===== src/rtl/spimon_pkg.sv =====
package spimon_pkg;

  localparam logic [7:0] OP_WREN  = 8'h06;
  localparam logic [7:0] OP_WRDI  = 8'h04;
  localparam logic [7:0] OP_JEDEC = 8'h9F;
  localparam logic [7:0] OP_RDSR  = 8'h05;
  localparam logic [7:0] OP_WRSR  = 8'h01;
  localparam logic [7:0] OP_READ  = 8'h03;
  localparam logic [7:0] OP_FAST  = 8'h0B;
  localparam logic [7:0] OP_SE    = 8'h20;
  localparam logic [7:0] OP_BE    = 8'hD8;
  localparam logic [7:0] OP_CE_A  = 8'h60;
  localparam logic [7:0] OP_CE_B  = 8'hC7;
  localparam logic [7:0] OP_PP    = 8'h02;
  localparam logic [7:0] OP_MDID  = 8'h90;

  typedef enum logic [3:0] {
    CMD_NONE, CMD_WREN, CMD_WRDI, CMD_JEDEC, CMD_RDSR, CMD_WRSR,
    CMD_READ, CMD_FAST, CMD_SE, CMD_BE, CMD_CE, CMD_PP, CMD_MDID
  } cmd_e;

  localparam logic [1:0] ID_MANUF = 2'd0;
  localparam logic [1:0] ID_MTYPE = 2'd1;
  localparam logic [1:0] ID_DEV   = 2'd2;

endpackage


===== src/rtl/spimon_decode.sv =====
module spimon_decode
  import spimon_pkg::*;
(
  input  logic [7:0] op_i,
  output cmd_e       cmd_o,
  output logic       known_o,
  output logic       wr_o
);
  always_comb begin
    unique case (op_i)
      OP_WREN:          cmd_o = CMD_WREN;
      OP_WRDI:          cmd_o = CMD_WRDI;
      OP_JEDEC:         cmd_o = CMD_JEDEC;
      OP_RDSR:          cmd_o = CMD_RDSR;
      OP_WRSR:          cmd_o = CMD_WRSR;
      OP_READ:          cmd_o = CMD_READ;
      OP_FAST:          cmd_o = CMD_FAST;
      OP_SE:            cmd_o = CMD_SE;
      OP_BE:            cmd_o = CMD_BE;
      OP_CE_A, OP_CE_B: cmd_o = CMD_CE;
      OP_PP:            cmd_o = CMD_PP;
      OP_MDID:          cmd_o = CMD_MDID;
      default:          cmd_o = CMD_NONE;
    endcase
    known_o = (cmd_o != CMD_NONE);
    wr_o    = (cmd_o inside {CMD_PP, CMD_SE, CMD_BE, CMD_CE});
  end
endmodule


===== src/rtl/spimon_addr.sv =====
module spimon_addr #(
  parameter int ADDR_W = 24
) (
  input  logic              clk_i,
  input  logic              rst_ni,
  input  logic              clr_i,
  input  logic              shift_i,
  input  logic              inc_i,
  input  logic [7:0]        byte_i,
  output logic [ADDR_W-1:0] addr_o,
  output logic [ADDR_W-1:0] nxt_o
);
  logic [ADDR_W-1:0] addr_q;

  assign nxt_o  = {addr_q[ADDR_W-9:0], byte_i};
  assign addr_o = addr_q;

  always_ff @(posedge clk_i or negedge rst_ni) begin
    if (!rst_ni)      addr_q <= '0;
    else if (clr_i)   addr_q <= '0;
    else if (shift_i) addr_q <= nxt_o;
    else if (inc_i)   addr_q <= addr_q + ADDR_W'(1);
  end
endmodule


===== src/rtl/spi_flash_monitor.sv =====
module spi_flash_monitor
  import spimon_pkg::*;
#(
  parameter int ADDR_W    = 24,
  parameter int SECTOR_LG = 12
) (
  input  logic              clk_i,
  input  logic              rst_ni,
  input  logic              cs_active_i,
  input  logic              byte_vld_i,
  input  logic [7:0]        mosi_byte_i,
  input  logic [7:0]        miso_byte_i,
  output logic              op_vld_o,
  output logic [7:0]        op_o,
  output logic              unk_o,
  output logic              addr_vld_o,
  output logic [ADDR_W-1:0] addr_o,
  output logic              data_vld_o,
  output logic [7:0]        data_o,
  output logic [ADDR_W-1:0] data_addr_o,
  output logic              id_vld_o,
  output logic [1:0]        id_sel_o,
  output logic [7:0]        id_o,
  output logic              stat_vld_o,
  output logic [7:0]        stat_o,
  output logic              warn_align_o,
  output logic              warn_wren_o,
  output logic              warn_trunc_o
);
  localparam int ADDR_BYTES = ADDR_W / 8;
  localparam int CNT_W      = $clog2(ADDR_BYTES + 4);
  localparam logic [CNT_W-1:0] CNT_MAX   = '1;
  localparam logic [CNT_W-1:0] CNT_ALAST = CNT_W'(ADDR_BYTES);
  localparam logic [CNT_W-1:0] CNT_DUMMY = CNT_W'(ADDR_BYTES + 1);
  // manufacturer/device ID read byte positions (count of bytes already seen)
  localparam logic [CNT_W-1:0] CNT_ORDER = CNT_W'(3);
  localparam logic [CNT_W-1:0] CNT_ID0   = CNT_W'(4);
  localparam logic [CNT_W-1:0] CNT_ID1   = CNT_W'(5);
  localparam logic [CNT_W-1:0] CNT_JLAST = CNT_W'(3);

  logic [CNT_W-1:0]  cnt_q;
  cmd_e              cmd_q;
  logic              wel_q, manuf_first_q;

  cmd_e              dec_cmd;
  logic              dec_known, dec_wr;
  logic [ADDR_W-1:0] cur_addr, nxt_addr;

  logic strobe, frame_end, is_op, addr_cmd, in_addr, addr_last, data_evt;
  logic cur_wr;

  spimon_decode u_dec (
    .op_i    (mosi_byte_i),
    .cmd_o   (dec_cmd),
    .known_o (dec_known),
    .wr_o    (dec_wr)
  );

  assign strobe    = byte_vld_i && cs_active_i;
  assign frame_end = !cs_active_i && (cnt_q != '0);
  assign is_op     = strobe && (cnt_q == '0);
  assign addr_cmd  = cmd_q inside {CMD_READ, CMD_FAST, CMD_PP, CMD_SE};
  assign cur_wr    = cmd_q inside {CMD_PP, CMD_SE, CMD_BE, CMD_CE};
  assign in_addr   = strobe && addr_cmd && (cnt_q != '0) && (cnt_q <= CNT_ALAST);
  assign addr_last = in_addr && (cnt_q == CNT_ALAST);

  always_comb begin
    data_evt = 1'b0;
    if (strobe) begin
      unique case (cmd_q)
        CMD_READ, CMD_PP: data_evt = (cnt_q > CNT_ALAST);
        CMD_FAST:         data_evt = (cnt_q > CNT_DUMMY);
        default:          data_evt = 1'b0;
      endcase
    end
  end

  spimon_addr #(.ADDR_W(ADDR_W)) u_addr (
    .clk_i   (clk_i),
    .rst_ni  (rst_ni),
    .clr_i   (frame_end),
    .shift_i (in_addr),
    .inc_i   (data_evt),
    .byte_i  (mosi_byte_i),
    .addr_o  (cur_addr),
    .nxt_o   (nxt_addr)
  );

  // frame sequencing
  always_ff @(posedge clk_i or negedge rst_ni) begin
    if (!rst_ni) begin
      cnt_q         <= '0;
      cmd_q         <= CMD_NONE;
      wel_q         <= 1'b0;
      manuf_first_q <= 1'b1;
    end else if (frame_end) begin
      cnt_q <= '0;
      cmd_q <= CMD_NONE;
      if (cur_wr) wel_q <= 1'b0;
    end else if (is_op) begin
      cmd_q <= dec_cmd;
      cnt_q <= dec_known ? CNT_W'(1) : '0;
      if (dec_cmd == CMD_WREN) wel_q <= 1'b1;
      if (dec_cmd == CMD_WRDI) wel_q <= 1'b0;
    end else if (strobe) begin
      if (cnt_q != CNT_MAX) cnt_q <= cnt_q + CNT_W'(1);
      if (cmd_q == CMD_MDID && cnt_q == CNT_ORDER)
        manuf_first_q <= (mosi_byte_i == 8'h00);
    end
  end

  // event outputs
  always_ff @(posedge clk_i or negedge rst_ni) begin
    if (!rst_ni) begin
      op_vld_o     <= 1'b0;
      op_o         <= '0;
      unk_o        <= 1'b0;
      addr_vld_o   <= 1'b0;
      addr_o       <= '0;
      data_vld_o   <= 1'b0;
      data_o       <= '0;
      data_addr_o  <= '0;
      id_vld_o     <= 1'b0;
      id_sel_o     <= '0;
      id_o         <= '0;
      stat_vld_o   <= 1'b0;
      stat_o       <= '0;
      warn_align_o <= 1'b0;
      warn_wren_o  <= 1'b0;
      warn_trunc_o <= 1'b0;
    end else begin
      op_vld_o     <= is_op && dec_known;
      unk_o        <= is_op && !dec_known;
      warn_wren_o  <= is_op && dec_wr && !wel_q;
      if (is_op && dec_known) op_o <= mosi_byte_i;

      addr_vld_o   <= addr_last;
      warn_align_o <= addr_last && (cmd_q == CMD_SE) &&
                      (nxt_addr[SECTOR_LG-1:0] != '0);
      if (addr_last) addr_o <= nxt_addr;

      warn_trunc_o <= frame_end && addr_cmd && (cnt_q <= CNT_ALAST);

      data_vld_o <= data_evt;
      if (data_evt) begin
        data_o      <= (cmd_q == CMD_PP) ? mosi_byte_i : miso_byte_i;
        data_addr_o <= cur_addr;
      end

      stat_vld_o <= strobe && (cmd_q == CMD_RDSR) && (cnt_q != '0);
      if (strobe && cmd_q == CMD_RDSR) stat_o <= miso_byte_i;

      id_vld_o <= 1'b0;
      if (strobe && cmd_q == CMD_JEDEC && cnt_q != '0 && cnt_q <= CNT_JLAST) begin
        id_vld_o <= 1'b1;
        id_sel_o <= 2'(cnt_q - CNT_W'(1));
        id_o     <= miso_byte_i;
      end
      if (strobe && cmd_q == CMD_MDID && (cnt_q == CNT_ID0 || cnt_q == CNT_ID1)) begin
        id_vld_o <= 1'b1;
        id_sel_o <= ((cnt_q == CNT_ID0) == manuf_first_q) ? ID_MANUF : ID_DEV;
        id_o     <= miso_byte_i;
      end
    end
  end
endmodule


===== config.mk =====
export PLATFORM = sky130hd
export DESIGN_NAME = spi_flash_monitor
export DESIGN_NICKNAME = d
export VERILOG_FILES = /design/src/rtl/spimon_pkg.sv /design/src/rtl/spimon_decode.sv /design/src/rtl/spimon_addr.sv /design/src/rtl/spi_flash_monitor.sv
export SDC_FILE = /design/constraint.sdc
export NUM_CORES = 1
export LEC_CHECK = 0
export BUFFER_PORTS_ARGS = -buffer_cell sky130_fd_sc_hd__buf_4
export CAP_MARGIN = 30
export CELL_PAD_IN_SITES_DETAIL_PLACEMENT = 1
export CELL_PAD_IN_SITES_GLOBAL_PLACEMENT = 2
export CORE_ASPECT_RATIO = 1.25
export CORE_MARGIN = 3
export CORE_UTILIZATION = 34
export DETAILED_ROUTE_END_ITERATION = 8
export GPL_TIMING_DRIVEN = 0
export PLACE_DENSITY = 0.82
export SLEW_MARGIN = 0
export SYNTH_ARGS = -nofsm -noshare
export SYNTH_HDL_FRONTEND = slang
export SYNTH_SLANG_ARGS = --single-unit

===== constraint.sdc =====
create_clock -name clk_i -period 2.75 [get_ports clk_i]
set_input_delay 0.275 -clock clk_i [delete_from_list [all_inputs] [get_ports clk_i]]
set_output_delay 0.275 -clock clk_i [all_outputs]
set_load 0.01 [all_outputs]

* Word-level counts from Yosys, hierarchy flattened
Cells that the tools add are included.
** Storage, ports and cells
- Output and inout bits :: 91
- Word-level logic and storage cells :: 135
- Bits of input ports :: 20
- Register bits :: 124
** Operators by class
- Mux-type cells :: 26
- Reduce and logical (&&, ||, !) cells :: 46
- Add/sub/neg operators :: 3
- Order comparisons :: 3
- Eq/ne operators :: 34
- Bitwise operators :: 2
** Operator list (number)
- two-way mux 24 bit :: 3
- case mux 4 bit (12 select lines) :: 1
- equality test 4 bit, second input constant :: 9
- equality test 8 bit, second input constant :: 4
- adder 24 x 1 -> 24 bit, second input constant :: 1
- equality test 8 x 3 -> 1 bit, second input constant :: 3
- two-way mux 8 bit :: 3
- logical AND 1 bit :: 23
- equality test 8 x 2 -> 1 bit, second input constant :: 2
- nonzero test 4 bit :: 4
- nonzero test 3 bit :: 5
- equality test 4 x 3 -> 1 bit, second input constant :: 3
- two-way mux 3 bit :: 4
- nonzero test 12 bit :: 1
- two-way mux 1 bit :: 9
- equality test 4 x 2 -> 1 bit, second input constant :: 2
- equality test 8 x 1 -> 1 bit, second input constant :: 1
- equality test 8 x 4 -> 1 bit, second input constant :: 1
- equality test 8 x 6 -> 1 bit, second input constant :: 1
- equality test 8 x 7 -> 1 bit, second input constant :: 1
- logical NOT 8 bit :: 1
- two-way mux 4 bit :: 2
- equality test 3 bit, second input constant :: 2
- two-way mux 2 bit :: 3
- other kinds (20) :: 25

* Depth between registers and ports, before layout
Gate-level depths: netlist (run 1).
- Depth in word-level cells :: 8
- Mapped depth :: 10
- Mapped depth without buffers :: 7

* Cells and area by module
From an unflattened synthesis (run 1), not the netlist that was laid out.
** Unflattened totals
- Cells, all modules :: 528
- Area total of the unflattened synthesis :: 6268.5 um2
** By module, submodules not included
- spi_flash_monitor :: times used 1, cells each 291, area each 4291.6 um2
- spimon_addr :: times used 1, cells each 192, area each 1672.9 um2
- spimon_decode :: times used 1, cells each 45, area each 304.0 um2

* Least setup slack after synthesis (run 1)
No wires, ideal clock.
- Kind :: register to register
- Start point :: register cnt_q[0]
- End point :: register id_o[0]
- Period minus slack after synthesis :: 2335 ps
- Setup time :: 125 ps
- Cell stages (with the launch flop) :: 9
- Path slack :: 415 ps
- Arrival :: 2210 ps
- Cells stage by stage :: dfrtp_1 > inv_1 > ha_1 > nand2b_1 > o2111ai_1 > or4_1 > nand2b_1 > buf_2 > mux2_2
** Between the ends
- Longest elaborated chain between the ends :: 4
- Elaborated cells on any way between the ends :: 10
- Classes of those cells :: order compare (1); eq/ne (2); mux (1); reduce/logical (6)
** RTL lines
- start: declaration :: RTL line spi_flash_monitor.sv:41 : logic [CNT_W-1:0] cnt_q;
- start signal: assignment :: RTL line spi_flash_monitor.sv:102 : cnt_q <= dec_known ? CNT_W'(1) : '0;
- start signal: assignment :: RTL line spi_flash_monitor.sv:106 : if (cnt_q != CNT_MAX) cnt_q <= cnt_q + CNT_W'(1);
- parallel branches: the longest is 4 deep, another holds <= comparator 3 x 2 -> 1 bit
- end signal: assignment :: RTL line spi_flash_monitor.sv:157 : id_o <= miso_byte_i;
- end signal: assignment :: RTL line spi_flash_monitor.sv:162 : id_o <= miso_byte_i;
- end: declaration :: RTL line spi_flash_monitor.sv:23 : output logic [7:0] id_o,
Parallel ways; which one is timed is not known.
A chain may end at the register's enable or synchronous reset.

* Worst setup path after layout (run 1)
- Start point :: register cnt_q[0]
- End point :: register addr_o[9]
** Between the ends
- Longest elaborated chain between the ends :: 4
- Elaborated cells on any way between the ends :: 6
- Classes of those cells :: order compare (1); eq/ne (1); reduce/logical (4)
** RTL lines
- parallel branches: the longest is 3 deep, another holds <= comparator 3 x 2 -> 1 bit
- logical AND 1 bit (*) :: RTL line spi_flash_monitor.sv:65 : assign addr_last = in_addr && (cnt_q == CNT_ALAST);
- end signal: assignment :: RTL line spi_flash_monitor.sv:140 : if (addr_last) addr_o <= nxt_addr;
- end: declaration :: RTL line spi_flash_monitor.sv:17 : output logic [ADDR_W-1:0] addr_o,
Every way passes the cells marked *.

==> impl.org, run 1 <==
** Place
- The wire-length estimate of the detail-placed layout is 12,600 µm.
- The congestion estimate from routability-driven global placement came to 0.879.
- Before CTS, the worst setup slack after placement is -0.473 ns.
- In this run, placement finished with an instance count of 856.
- Number of port buffers :: 109
- Instance area at placement :: 0.00703 mm²

** Clock network
- Clock root buffer master :: clkbuf_16
- TritonCTS clock tree :: done
- The number of clock buffers added by TritonCTS is 17.
- Clock insertion delay at the later pin of the skew report :: 0.42 ns
- Maximum clock insertion buffer count :: 2
- After clock tree synthesis, the clock-pin slew on the worst setup and hold paths is 0.06 ns.
- Clock H-tree levels :: 4
- Setup fix buffers added after clock tree synthesis :: 0
- For this design, the sink count on the clock tree is 124.

** Setup path
- CP max FO :: 10
- Critical path capture point type :: flip-flop
- For the worst setup path, the data arrival time is 2.89 ns.
- Critical path data required time :: 3.05 ns
- Type of the setup path with the least slack :: flip-flop to flip-flop
- Nature of the critical path startpoint :: flip-flop

** Die
- Die area :: 0.0190 mm²
- The die is 124 µm wide.
- Once the floorplan was initialized, standard cells occupied 34.9% of the core.
- Top-Level Pins :: 111
- The floorplan step set the die height to 153 µm.
- Core Area :: 0.0169 mm²
- Floorplan row count :: 53

** Synth
- The number of nets handed over by synthesis was 552.
- Post-Syn Area per Cell :: 11.2 µm²
- Share of the synthesized netlist area taken by xor and xnor gates :: 2.52%
- Summing the areas of all compound-gate instances in the mapped netlist gives 12.8% of the synthesized area.
- Summing the areas of all fa, ha and maj instances in the mapped netlist gives 1.48% of the synthesized area.
- Post-synthesis instance total :: 525
- Post-Synthesis Cell Area :: 0.00590 mm²
- After synthesis, the share of cell area in mux cells is 15.2%.
- Register bit count reported by yosys :: 124
- The share of the Yosys chip area taken by registers is 52.6%.
- For this run, the leading register cell type out of synthesis is dfrtp_1.
- Simple-gate share of the synthesized area :: 12.3%
- During synthesis, Yosys emitted a total of 0 warnings.
- Distinct cell type count after synthesis :: 56
- Combinational family with the most area after synthesis :: multiplexers
- Number of synthesized flops with an enable pin :: 0
- Of all flip-flops after synthesis, the portion carrying an async set or reset was 100%.

** STA
- Across the routed clock network, the largest skew measured is 0.00973 ns.
- The number of pins with negative max-slew slack in the final report is 0.
- Setup repair after global routing could not meet its margin everywhere.
- Total count of hold-check failures in the final report :: 0
- Transition time at the pin with the least slew margin :: 0.709 ns
- In the post-route analysis, the smallest setup slack over all paths is 0.157 ns.
- The worst pin sits at a relative slew slack of 52.6%.
- Timing would allow up to 386 MHz.
- Ratio of final minimum period to clock period :: 94.3%
- Min Clock Period, post-route :: 2.59 ns
- Setup violations remaining at the end of the flow were counted as 0.

** Power and ir drop
- Clock share of power :: 47.8%
- Sequential power share :: 41.8%
- Combinational cells account for 10.4% of the total power.
- Power spread over the standard cell area amounts to 605 mW/mm².
- Internal power comes to 3430 µW.
- Switching part of the total power :: 25.9%
- The analysis attributes to cell leakage a power of 0.00375 µW.
- IR analysis of the VDD net gives a maximum drop of 320 µV.
- Summed over all nets, the switching power comes to 1200 µW.

** Detailed routing
- The pre-antenna-repair detailed-routing pass consisted of 4 iterations.
- DRC violations left :: 0
- Violation count after the first detailed-routing iteration :: 239
- Total Routed Length :: 17,700 µm
- Number of nets still failing antenna checks after routing :: 0
- Dividing the detail-routed via count by the number of cells gives 5.31.
- After detailed routing, the average wire length per cell comes to 19.9 µm.
- Number of vias after detailed routing :: 4,707

** GRT
- Global-route wire length before repair :: 28,500 µm
- Largest net degree at the start of global routing :: 95
- The via count of the first global-routing pass was 5,130.
- Global routing consumed, over all layers together, 19.4% of the routing resources.
- After global routing the overflow that remains totals 0.
- Initial antenna violation count :: 0

** Layout
- Summing all non-filler instances in the final layout gives an area of 0.00765 mm².
- Antenna fix cells :: 0
- Relative area change from synthesis to final layout :: 29.8%
- Leaving out fill and tap cells, the most frequent cell in the layout is dfrtp_1.
- In the layout the commonest cells are 122 x dfrtp_1, 110 x buf_4, 68 x mux2_2, 41 x o21ai_0, 38 x nand2_1.
- The finished layout holds 886 standard cells, fillers aside.
- Ratio of cells with drive above 1 in the final layout :: 35.4%
- For this run, the post-layout net count is 681.
- Filler cells :: 1,837

** Min path
- In this run the worst hold path is classified as primary input to flip-flop.

** Status
- The run finished with clean final reports.

** Job
- Number of maximum-capacitance constraint violations :: 0
==> cell usage after synthesis (8+ instances only) <==
library cell,count,area (µm²)
or4_1,8,60.1
mux2i_1,13,130
clkbuf_1,27,101
a31oi_1,10,62.6
xnor2_1,17,149
mux2_2,68,766
nand2_1,38,143
nand3_1,15,75.1
nor2_1,17,63.8
dfrtp_1,123,3080
nand2b_1,9,56.3
inv_1,12,45.0
a21oi_1,24,120
o21ai_0,42,210
==> metal layers <==
| metal | vias up | wire length (µm) | global-route usage, % |
|---|---|---|---|
| li1 | 2170 | - | - |
| met1 | 2397 | 7190 | 23.5 |
| met2 | 112 | 9410 | 32.9 |
| met3 | 28 | 631 | 4.48 |
| met4 | 0 | 433 | 7.86 |
| met5 | - | 0 | 0 |
==> worst max-delay path, stage by stage, from the launching register on <==
cell	delay (ns)
dfrtp_2	0.43
inv_1	0.10
ha_1	0.28
nor2b_1	0.24
nor2_1	0.14
and3_1	0.52
buf_2	0.39
mux2_2	0.38
==> power by group through the flow <==
stage               registers (µW)  logic (µW)  clock network (µW)
floorplan                     1970         233                   0
global placement              1960         465                   0
detailed placement            1960         483                   0
CTS                           1940         486                2260
global route                  1950         535                2350
finish                        1940         481                2210
==> through the flow <==
stage / power, µW / hold slack [ns] / setup TNS (ns) / util, %
2_1_floorplan: 2210 / -0.0206 / 0 / -
5_1_grt: 4830 / 0.102 / -0.00251 / 45.3
3_5_place_dp: 2450 / 0.187 / -13.62 / 41.6
4_1_cts: 4680 / 0.0968 / 0 / 45.1
6_report: 4630 / 0.109 / 0 / 45.3
3_3_place_gp: 2430 / 0.449 / -10.96 / 41.3
==> flip-flops by register name, summed over array words and instances (netlist names), 2 cells and up <==
name           flops
id_o               8
data_o             8
cmd_q              4
id_sel_o           2
stat_o             8
op_o               8
u_addr.addr_o     24
addr_o            24
cnt_q              3
data_addr_o       24
==> cells by family (layout without fill, tap and decap cells) <==
logic type,Yosys count,in the layout
xor+xnor,17,17
buf+inv,44,185
simple gates,134,134
mux,81,81
fa+ha+maj,7,7
compound gates,118,118
flops,124,124
==> final timing paths <==
| path | startpoint | end | slack [ns] | depth (start not counted) |
|---|---|---|---|---|
| worst max-delay path | cnt_q[0]$_DFFE_PN0P_ | addr_o[9]$_DFFE_PN0P_ | 0.16 | 7 |
| worst min-delay path | miso_byte_i[5] | stat_o[5]$_DFFE_PN0P_ | 0.11 | 2 |
| worst max register to register | cnt_q[0]$_DFFE_PN0P_ | addr_o[9]$_DFFE_PN0P_ | 0.16 | 7 |
| worst min register to register | wel_q$_DFFE_PN0P_ | warn_wren_o$_DFF_PN0_ | 0.46 | 1 |
| max in group asynchronous | rst_ni | data_o[1]$_DFFE_PN0P_ | 1.67 | 3 |
| min in group asynchronous | rst_ni | u_addr.addr_o[20]$_DFFE_PN0P_ | 0.31 | 2 |
==> timing repair <==
action | 4_1_cts | 5_1_grt
pin swaps | 0 | 1
hold endpoints to repair | 29 | 0
gates cloned | 0 | 0
setup endpoints to repair | 71 | 33
hold buffers | 1 | 0
gates resized for setup | 10 | 14
==> final cells by class <==
type | instances | area [µm²] | area share, %
Sequential cell | 124 | 3110 | 40.6
Multi-Input combinational cell | 357 | 2640 | 34.5
Timing Repair Buffer | 112 | 863 | 11.3
Clock buffer | 18 | 439 | 5.74
Tap cell | 220 | 275 | 3.60
Clock inverter | 13 | 145 | 1.90
Buffer | 30 | 140 | 1.83
Inverter | 12 | 45.0 | 0.588
(Power assumes the default switching activity.)
==> run 2: changes to the inputs <==
SLEW_MARGIN = 25   (was 0)
clock period = 2.6 ns   (was 2.75 ns; I/O delays follow)
==> run 2 against run 1 <==
Net effect: clock power increased by 10%; critical endpoint is now id_o[2]$_DFFE_PN0P_; routed wire length grew 0.36%; largest power group unchanged; final cell count increased by 0.56%; sequential share of layout area fell by 0.75 points; critical path type unchanged; combinational power is 10% higher.
==> impl.org, run 2 (synthesis gave the netlist of run 1 again) <==
** Status
- The run finished with clean final reports.

** Die
- Die Ht :: 153 µm
- The floorplan step set the die width to 124 µm.
- The region available for standard cell placement spans 0.0169 mm².
- After floorplanning, the core was divided into 53 placement rows.
- Die area :: 0.0190 mm²
- Starting Density :: 34.9%
- During I/O placement, the number of pins put on the boundary was 111.

** STA
- Total count of hold-check failures in the final report :: 0
- Fin. max-slew vios :: 0
- Across all setup checks in the final design, the least slack found is 0.156 ns.
- For the final routed database, the setup TNS stands at 0 ns.
- Setup violations remaining at the end of the flow were counted as 0.
- For this run, the top clock speed supported by timing is 409 MHz.
- Worst slew slack as a fraction of its limit :: 53.1%
- Min Clock Period, post-route :: 2.44 ns
- At the pin with the least slew margin, the transition time is 0.702 ns.
- In the finished design, the share of the clock period the worst path needs comes to 94.0%.
- Setup repair after global routing left no endpoint under its margin.
- Final worst clock skew :: 0.00634 ns

** Power and ir drop
- Sequential power share :: 40.9%
- The worst-case IR drop observed on VDD is 321 µV.
- Of the total power, combinational logic draws 10.6%.
- The analysis attributes to net switching a power of 1270 µW.
- The design draws 5020 µW.
- Per report_power, the clock group accounts for 48.6% of the total.
- In this run switching power makes up 25.4% of total power.
- Pwr Density :: 643 mW/mm²
- Cell internal power was estimated by the tool at 3740 µW.
- Standby leakage power :: 0.00380 µW

** GRT
- Remaining global-route overflow :: 0
- Global-route wire length before repair :: 28,500 µm
- The via count of the first global-routing pass came to 5,103.
- Largest net degree at the start of global routing :: 95
- Initial antenna violation count :: 0
- Overall fraction of global-route tracks in use :: 19.4%

** Layout
- Filler cells :: 1,836
- After the last flow step, the layout net total stands at 685.
- Area occupied by multi-input gates :: 0.00271 mm²
- Relative area change from synthesis to final layout :: 32.2%
- Antenna fix cells :: 0
- Final design instance area without fill :: 0.00780 mm²
- Commonest non-fill, non-tap cell in the layout :: dfrtp_1
- Leading registers by flop count :: addr_o: 24 flops, data_addr_o: 24 flops, u_addr.addr_o: 24 flops
- Leaving out fill and tap cells, the most frequent cells in the layout are 122 x dfrtp_1, 114 x buf_4, 68 x mux2_2, 41 x o21ai_0, 38 x nand2_1.
- Summing all flip-flop and latch instances after layout gives 0.00311 mm².
- Ratio of cells with drive above 1 in the final layout :: 37.9%
- After the flow finishes, the layout carries non-filler instances totaling 891.

** Clock network
- In this run the clock root is driven by a clkbuf_16.
- Maximum clock insertion buffer count :: 2
- Clock insertion delay at the later pin of the skew report :: 0.42 ns
- The H-tree was split into 4 levels.
- The clock drives 124 sinks.
- After clock tree synthesis, the clock-pin slew on the worst setup and hold paths is 0.06 ns.
- Clock buffers created by TritonCTS :: 17
- TritonCTS clock tree :: done

** Place
- The congestion estimate from routability-driven global placement came to 0.879.
- Number of port buffers :: 109
- The HPWL after detailed placement is 12,600 µm.
- Setup Slack @ Placement :: -0.635 ns
- Instance area at placement :: 0.00703 mm²
- Number of placed cells counting well taps :: 855

** Setup path
- In this run the worst path has a maximum fanout of 10.
- Counting cells, the worst reg-to-reg path comes to 6.
- Critical path capture point type :: flip-flop
- On the worst path, the slowest cell contributes a delay of 0.56 ns.
- Nature of the critical path startpoint :: flip-flop
- Worst-case register-to-register setup slack :: 0.16 ns
- The signal on the critical path passes through a21oi_1, o2111ai_1, or4_4, nand2b_1, buf_4, mux2_2.
- Crit path max-delay cell type :: or4_4
- Type of the setup path with the least slack :: flip-flop to flip-flop
- The number of buffers and inverters on the critical path is 1.
- Critical path data required time :: 2.90 ns
- The worst register-to-register path ends at id_o[2]$_DFFE_PN0P_.
- Worst flop-to-flop path startpoint :: cnt_q[2]$_DFFE_PN0P_
- Critical path data arrival time :: 2.75 ns
- On the critical path the largest part of the delay comes from simple AND/OR/NAND/NOR gates.

** Min path
- Hold path start :: miso_byte_i[5]
- For hold timing, the worst endpoint is stat_o[5]$_DFFE_PN0P_.
- Hold crit path type :: primary input to flip-flop
- Hold depth :: 2

** Detailed routing
- The detail route stage leaves a number of antenna-violating nets equal to 0.
- 1st-pass router iterations :: 4
- For this run, design rule violations remaining after detail routing come to 0.
- The detailed router finished its first iteration with 226 violations.
- For this block, the routed nets add up to 17,700 µm of wire.
- In the final routed layout, each cell accounts on average for 19.9 µm.
- Number of vias after detailed routing :: 4,754
- Using the TritonRoute via totals, the vias-per-cell ratio works out to 5.34.

** Job
- Across the run, the number of max-cap violations was 0.
-- run 2: worst reg2reg max path, delay by kind of cell (launching register included) --
kind            cells  cell delay (ns)
compound gates      2             0.60
simple gates        2             0.70
mux                 1             0.36
buf+inv             1             0.20
flops               1             0.48
-- run 2: cell type report --
class,count,share of cell area [%]
flip-flops and latches,124,39.8
multi-input cells,357,34.8
repair buffers,116,11.5
clock buffers,19,5.68
well taps,220,3.53
clock inverters,13,2.13
plain buffers,30,1.96
inverters,12,0.577
-- run 2: power by group through the flow --
stage               registers [µW]  logic (µW)  clock network, µW
global placement              2070         492                  0
floorplan                     2090         247                  0
CTS                           2050         515               2480
finish                        2050         530               2440
global route                  2060         586               2570
detailed placement            2080         513                  0
-- run 2: through the flow --
stage / utilization, % / hold slack [ns]
2_1_floorplan: - / -0.0356
3_3_place_gp: 41.3 / 0.449
3_5_place_dp: 41.6 / 0.142
4_1_cts: 45.5 / 0.0834
5_1_grt: 46.1 / 0.0880
6_report: 46.1 / 0.0936
-- run 2: how the worst max path moves through the flow --
stage / from / to / slack (ns) / cells past startpoint
final: cnt_q[2]$_DFFE_PN0P_ / id_o[2]$_DFFE_PN0P_ / 0.16 / 6
after global routing: cnt_q[0]$_DFFE_PN0P_ / u_addr.addr_o[8]$_DFFE_PN0P_ / 0.01 / 8
after CTS: cnt_q[0]$_DFFE_PN0P_ / id_o[2]$_DFFE_PN0P_ / 0.006 / 8
after detailed placement: cnt_q[0]$_DFFE_PN0P_ / data_o[6]$_DFFE_PN0P_ / -0.63 / 8
after global placement: cnt_q[0]$_DFFE_PN0P_ / data_o[5]$_DFFE_PN0P_ / -0.58 / 8
after floorplan: cnt_q[0]$_DFFE_PN0P_ / id_o[0]$_DFFE_PN0P_ / 0.27 / 8
-- run 2: what timing repair did --
item	4_1_cts	5_1_grt
hold endpoints to repair	30	0
pin swaps	1	2
endpoints found under the setup margin	80	50
gates resized for setup	23	19
hold buffers	1	0
buffers inserted	0	5
-- run 2: routing by layer --
| layer | up-vias | part of all wire (%) | routed length [µm] | GRT usage [%] |
|---|---|---|---|---|
| met4 | 0 | 2.6 | 467 | 7.18 |
| met5 | - | 0 | 0 | 0 |
| li1 | 2194 | - | - | - |
| met1 | 2422 | 40 | 7170 | 23.6 |
| met3 | 33 | 3.2 | 573 | 3.70 |
| met2 | 105 | 54 | 9510 | 33.7 |
==> run 3: changes to the inputs <==
GPL_TIMING_DRIVEN = unset   (was 0)
SETUP_SLACK_MARGIN = 0.02   (was unset)
==> run 3 against run 2 <==
Net effect: register-to-register slack lost 0.03 ns; die area stayed put; cell area down 0.71%; sequential share of layout area is 0.28 points higher; critical endpoint unchanged; first-iteration DRC count is 21% higher; worst setup slack got worse by 0.025 ns; routed wire length shrank 0.47%; clock skew increased by 0.0012 ns; clock-buffer cell count increased by 6; worst hold slack improved by 0.012 ns; largest power group unchanged; clock power decreased by 8.2%; global-route usage shrank 0.57 points.
==> impl.org, run 3 (synthesis gave the netlist of run 1 again) <==
** Status
- The flow ran to the end, and the final reports show no timing, DRC or antenna violations.

** Layout
- Commonest non-fill, non-tap cell in the layout :: buf_4
- The post-route netlist has 37.8% of its cells at a drive strength greater than 1.
- The filler cells instantiated in the layout total 1,829.
- Antenna fix cells :: 0
- Leading registers by flop count :: addr_o: 24 flops, data_addr_o: 24 flops, u_addr.addr_o: 24 flops
- Highest-count cells in the layout ignoring fill and taps :: 132 x buf_4, 122 x dfrtp_1, 68 x mux2_2, 41 x o21ai_0, 38 x nand2_1
- Nets@finish :: 677
- Cells fill 45.8% of the core in the end.
- Relative area change from synthesis to final layout :: 31.3%

** Setup path
- STA classifies the critical path startpoint as a flip-flop.
- The setup path with the least slack is of type flip-flop to flip-flop.
- Stage delay of the slowest cell on the critical path :: 0.56 ns
- CP max FO :: 9
- Number of buffers and inverters on the critical path :: 2
- At the worst endpoint, the required time is 2.90 ns.
- Crit path top cell by count :: nand2b_1
- Critical path capture point type :: flip-flop
- The slowest stage of the critical path belongs to the cell or4_4.
- Largest delay share family, worst path :: simple AND/OR/NAND/NOR gates
- Crit path cell chain :: inv_1, ha_1, nand2b_1, o2111ai_2, or4_4, nand2b_1, buf_12, mux2_2
- Data on the critical path arrives at its endpoint at 2.77 ns.

** STA
- Worst slew slack as a fraction of its limit :: 50.7%
- Min Clock Period, post-route :: 2.47 ns
- In the finished design, the share of the clock period the worst path needs comes to 95.0%.
- The number of pins with negative max-slew slack in the final report is 0.
- Fmax :: 405 MHz
- For the pin with the worst max-slew slack, the measured transition is 0.739 ns.
- WHS :: 0.105 ns
- Final worst clock skew :: 0.00754 ns
- Adding up every negative setup slack in the final design gives 0 ns.
- RSZ-0062 raised after global routing :: false
- The total count of hold-check failures in the final report came to 0.
- Setup violation total in the final timing report :: 0

** GRT
- Vias in the first global route :: 5,022
- Initial antenna violation count :: 0
- Global-route wire length before repair :: 28,000 µm
- Entering global routing, the biggest net connects 125 pins.
- After global routing the overflow that remains totals 0.
- Overall fraction of global-route tracks in use :: 18.9%

** Clock network
- Number of sinks handled by clock tree synthesis :: 124
- TritonCTS built the clock tree.
- Clock buffers created by TritonCTS :: 17
- Reg clk slew, reported paths :: 0.05 ns
- The longest clock path from root to sink contains 2 buffers.
- CTS placed an instance of clkbuf_16 at the clock tree root.
- Clock H-tree levels :: 4
- For the worst-skew pair, the clock arrives at the later sink with an insertion delay of 0.42 ns.

** Detailed routing
- After detailed routing, the number of remaining DRC violations is 0.
- Number of vias after detailed routing :: 4,703
- The first detailed-routing pass took 4 iterations.
- After detailed routing, the average wire length per cell comes to 20.0 µm.
- For this block, the routed nets add up to 17,600 µm of wire.
- Once detail routing completed, the nets flagged for antenna violations numbered 0.
- Dividing the detail-routed via count by the number of cells gives 5.33.
- For this block, the initial DRC count from the detailed router was 273.

** Place
- Gp weighted congestion :: 0.826
- Buffers placed on the I/O ports in this run total 110.
- Post-detail-place hpwl :: 11,900 µm

** Die
- After floorplanning, the core was sized to cover 0.0169 mm².
- Starting Density :: 34.9%
- Chip width :: 124 µm
- Die Ht :: 153 µm
- 111 I/O pins were placed.
- Floorplan row count :: 53
- The floorplan step defined a die boundary enclosing 0.0190 mm².

** Power and ir drop
- Across the VDD grid, the largest voltage drop is 373 µV.
- Total power consumption of the routed design :: 4830 µW
- Pwr Density :: 624 mW/mm²
- Standby leakage power :: 0.00380 µW

** Job
- Number of maximum-capacitance constraint violations :: 0

** Min path
- Hold crit path type :: primary input to flip-flop
run 3: power by group:
group	switching [µW]	internal [µW]
sequential	51.2	2000
clock	833	1410
combinational	326	223
run 3: repair_timing:
action	in CTS	in global routing
setup buffers	0	6
hold buffers	1	0
gates resized for setup	1	13
pin swaps	0	2
setup endpoints to repair	8	32
endpoints found under the hold margin	42	0
run 3: cell type report:
| cell class | instances | area, µm² | area share, % |
|---|---|---|---|
| Tap cell | 220 | 275 | 3.55 |
| Inverter | 12 | 45.0 | 0.582 |
| Clock buffer | 25 | 495 | 6.40 |
| Timing Repair Buffer | 138 | 1090 | 14.0 |
| Sequential cell | 124 | 3110 | 40.1 |
| Clock inverter | 6 | 61.3 | 0.792 |
| Multi-Input combinational cell | 357 | 2680 | 34.6 |
run 3: final timing paths:
path	cells past startpoint	to	startpoint	slack (ns)
worst max-delay path	8	id_o[2]$_DFFE_PN0P_	cnt_q[0]$_DFFE_PN0P_	0.13
worst min-delay path	2	id_o[5]$_DFFE_PN0P_	miso_byte_i[5]	0.11
worst max register to register	8	id_o[2]$_DFFE_PN0P_	cnt_q[0]$_DFFE_PN0P_	0.13
worst min register to register	1	warn_wren_o$_DFF_PN0_	wel_q$_DFFE_PN0P_	0.45
max in group asynchronous	3	cnt_q[0]$_DFFE_PN0P_	rst_ni	1.51
min in group asynchronous	3	data_addr_o[19]$_DFFE_PN0P_	rst_ni	0.44
run 3: worst reg2reg max path: cells and delay by family (launching register included):
kind	cells	cell delay [ns]
compound gates	1	0.19
fa+ha+maj	1	0.30
buf+inv	2	0.23
flops	1	0.41
mux	1	0.34
simple gates	3	0.88
run 3: metrics by stage:
stage | area [µm²] | setup slack (ns) | instances
2_1_floorplan | 5900 | 0.265 | 525
3_3_place_gp | 7090 | 0.0915 | 844
3_5_place_dp | 7090 | 0.0218 | 844
4_1_cts | 7660 | 0.0251 | 876
5_1_grt | 7740 | 0.00468 | 882
6_report | 7740 | 0.131 | 882
run 3: metal layers:
metal	up-vias	track usage [%]	wire, µm
li1	2162	-	-
met1	2394	22.6	7200
met2	113	33.0	9360
met3	34	4.03	630
met4	0	6.44	452
met5	-	0	0
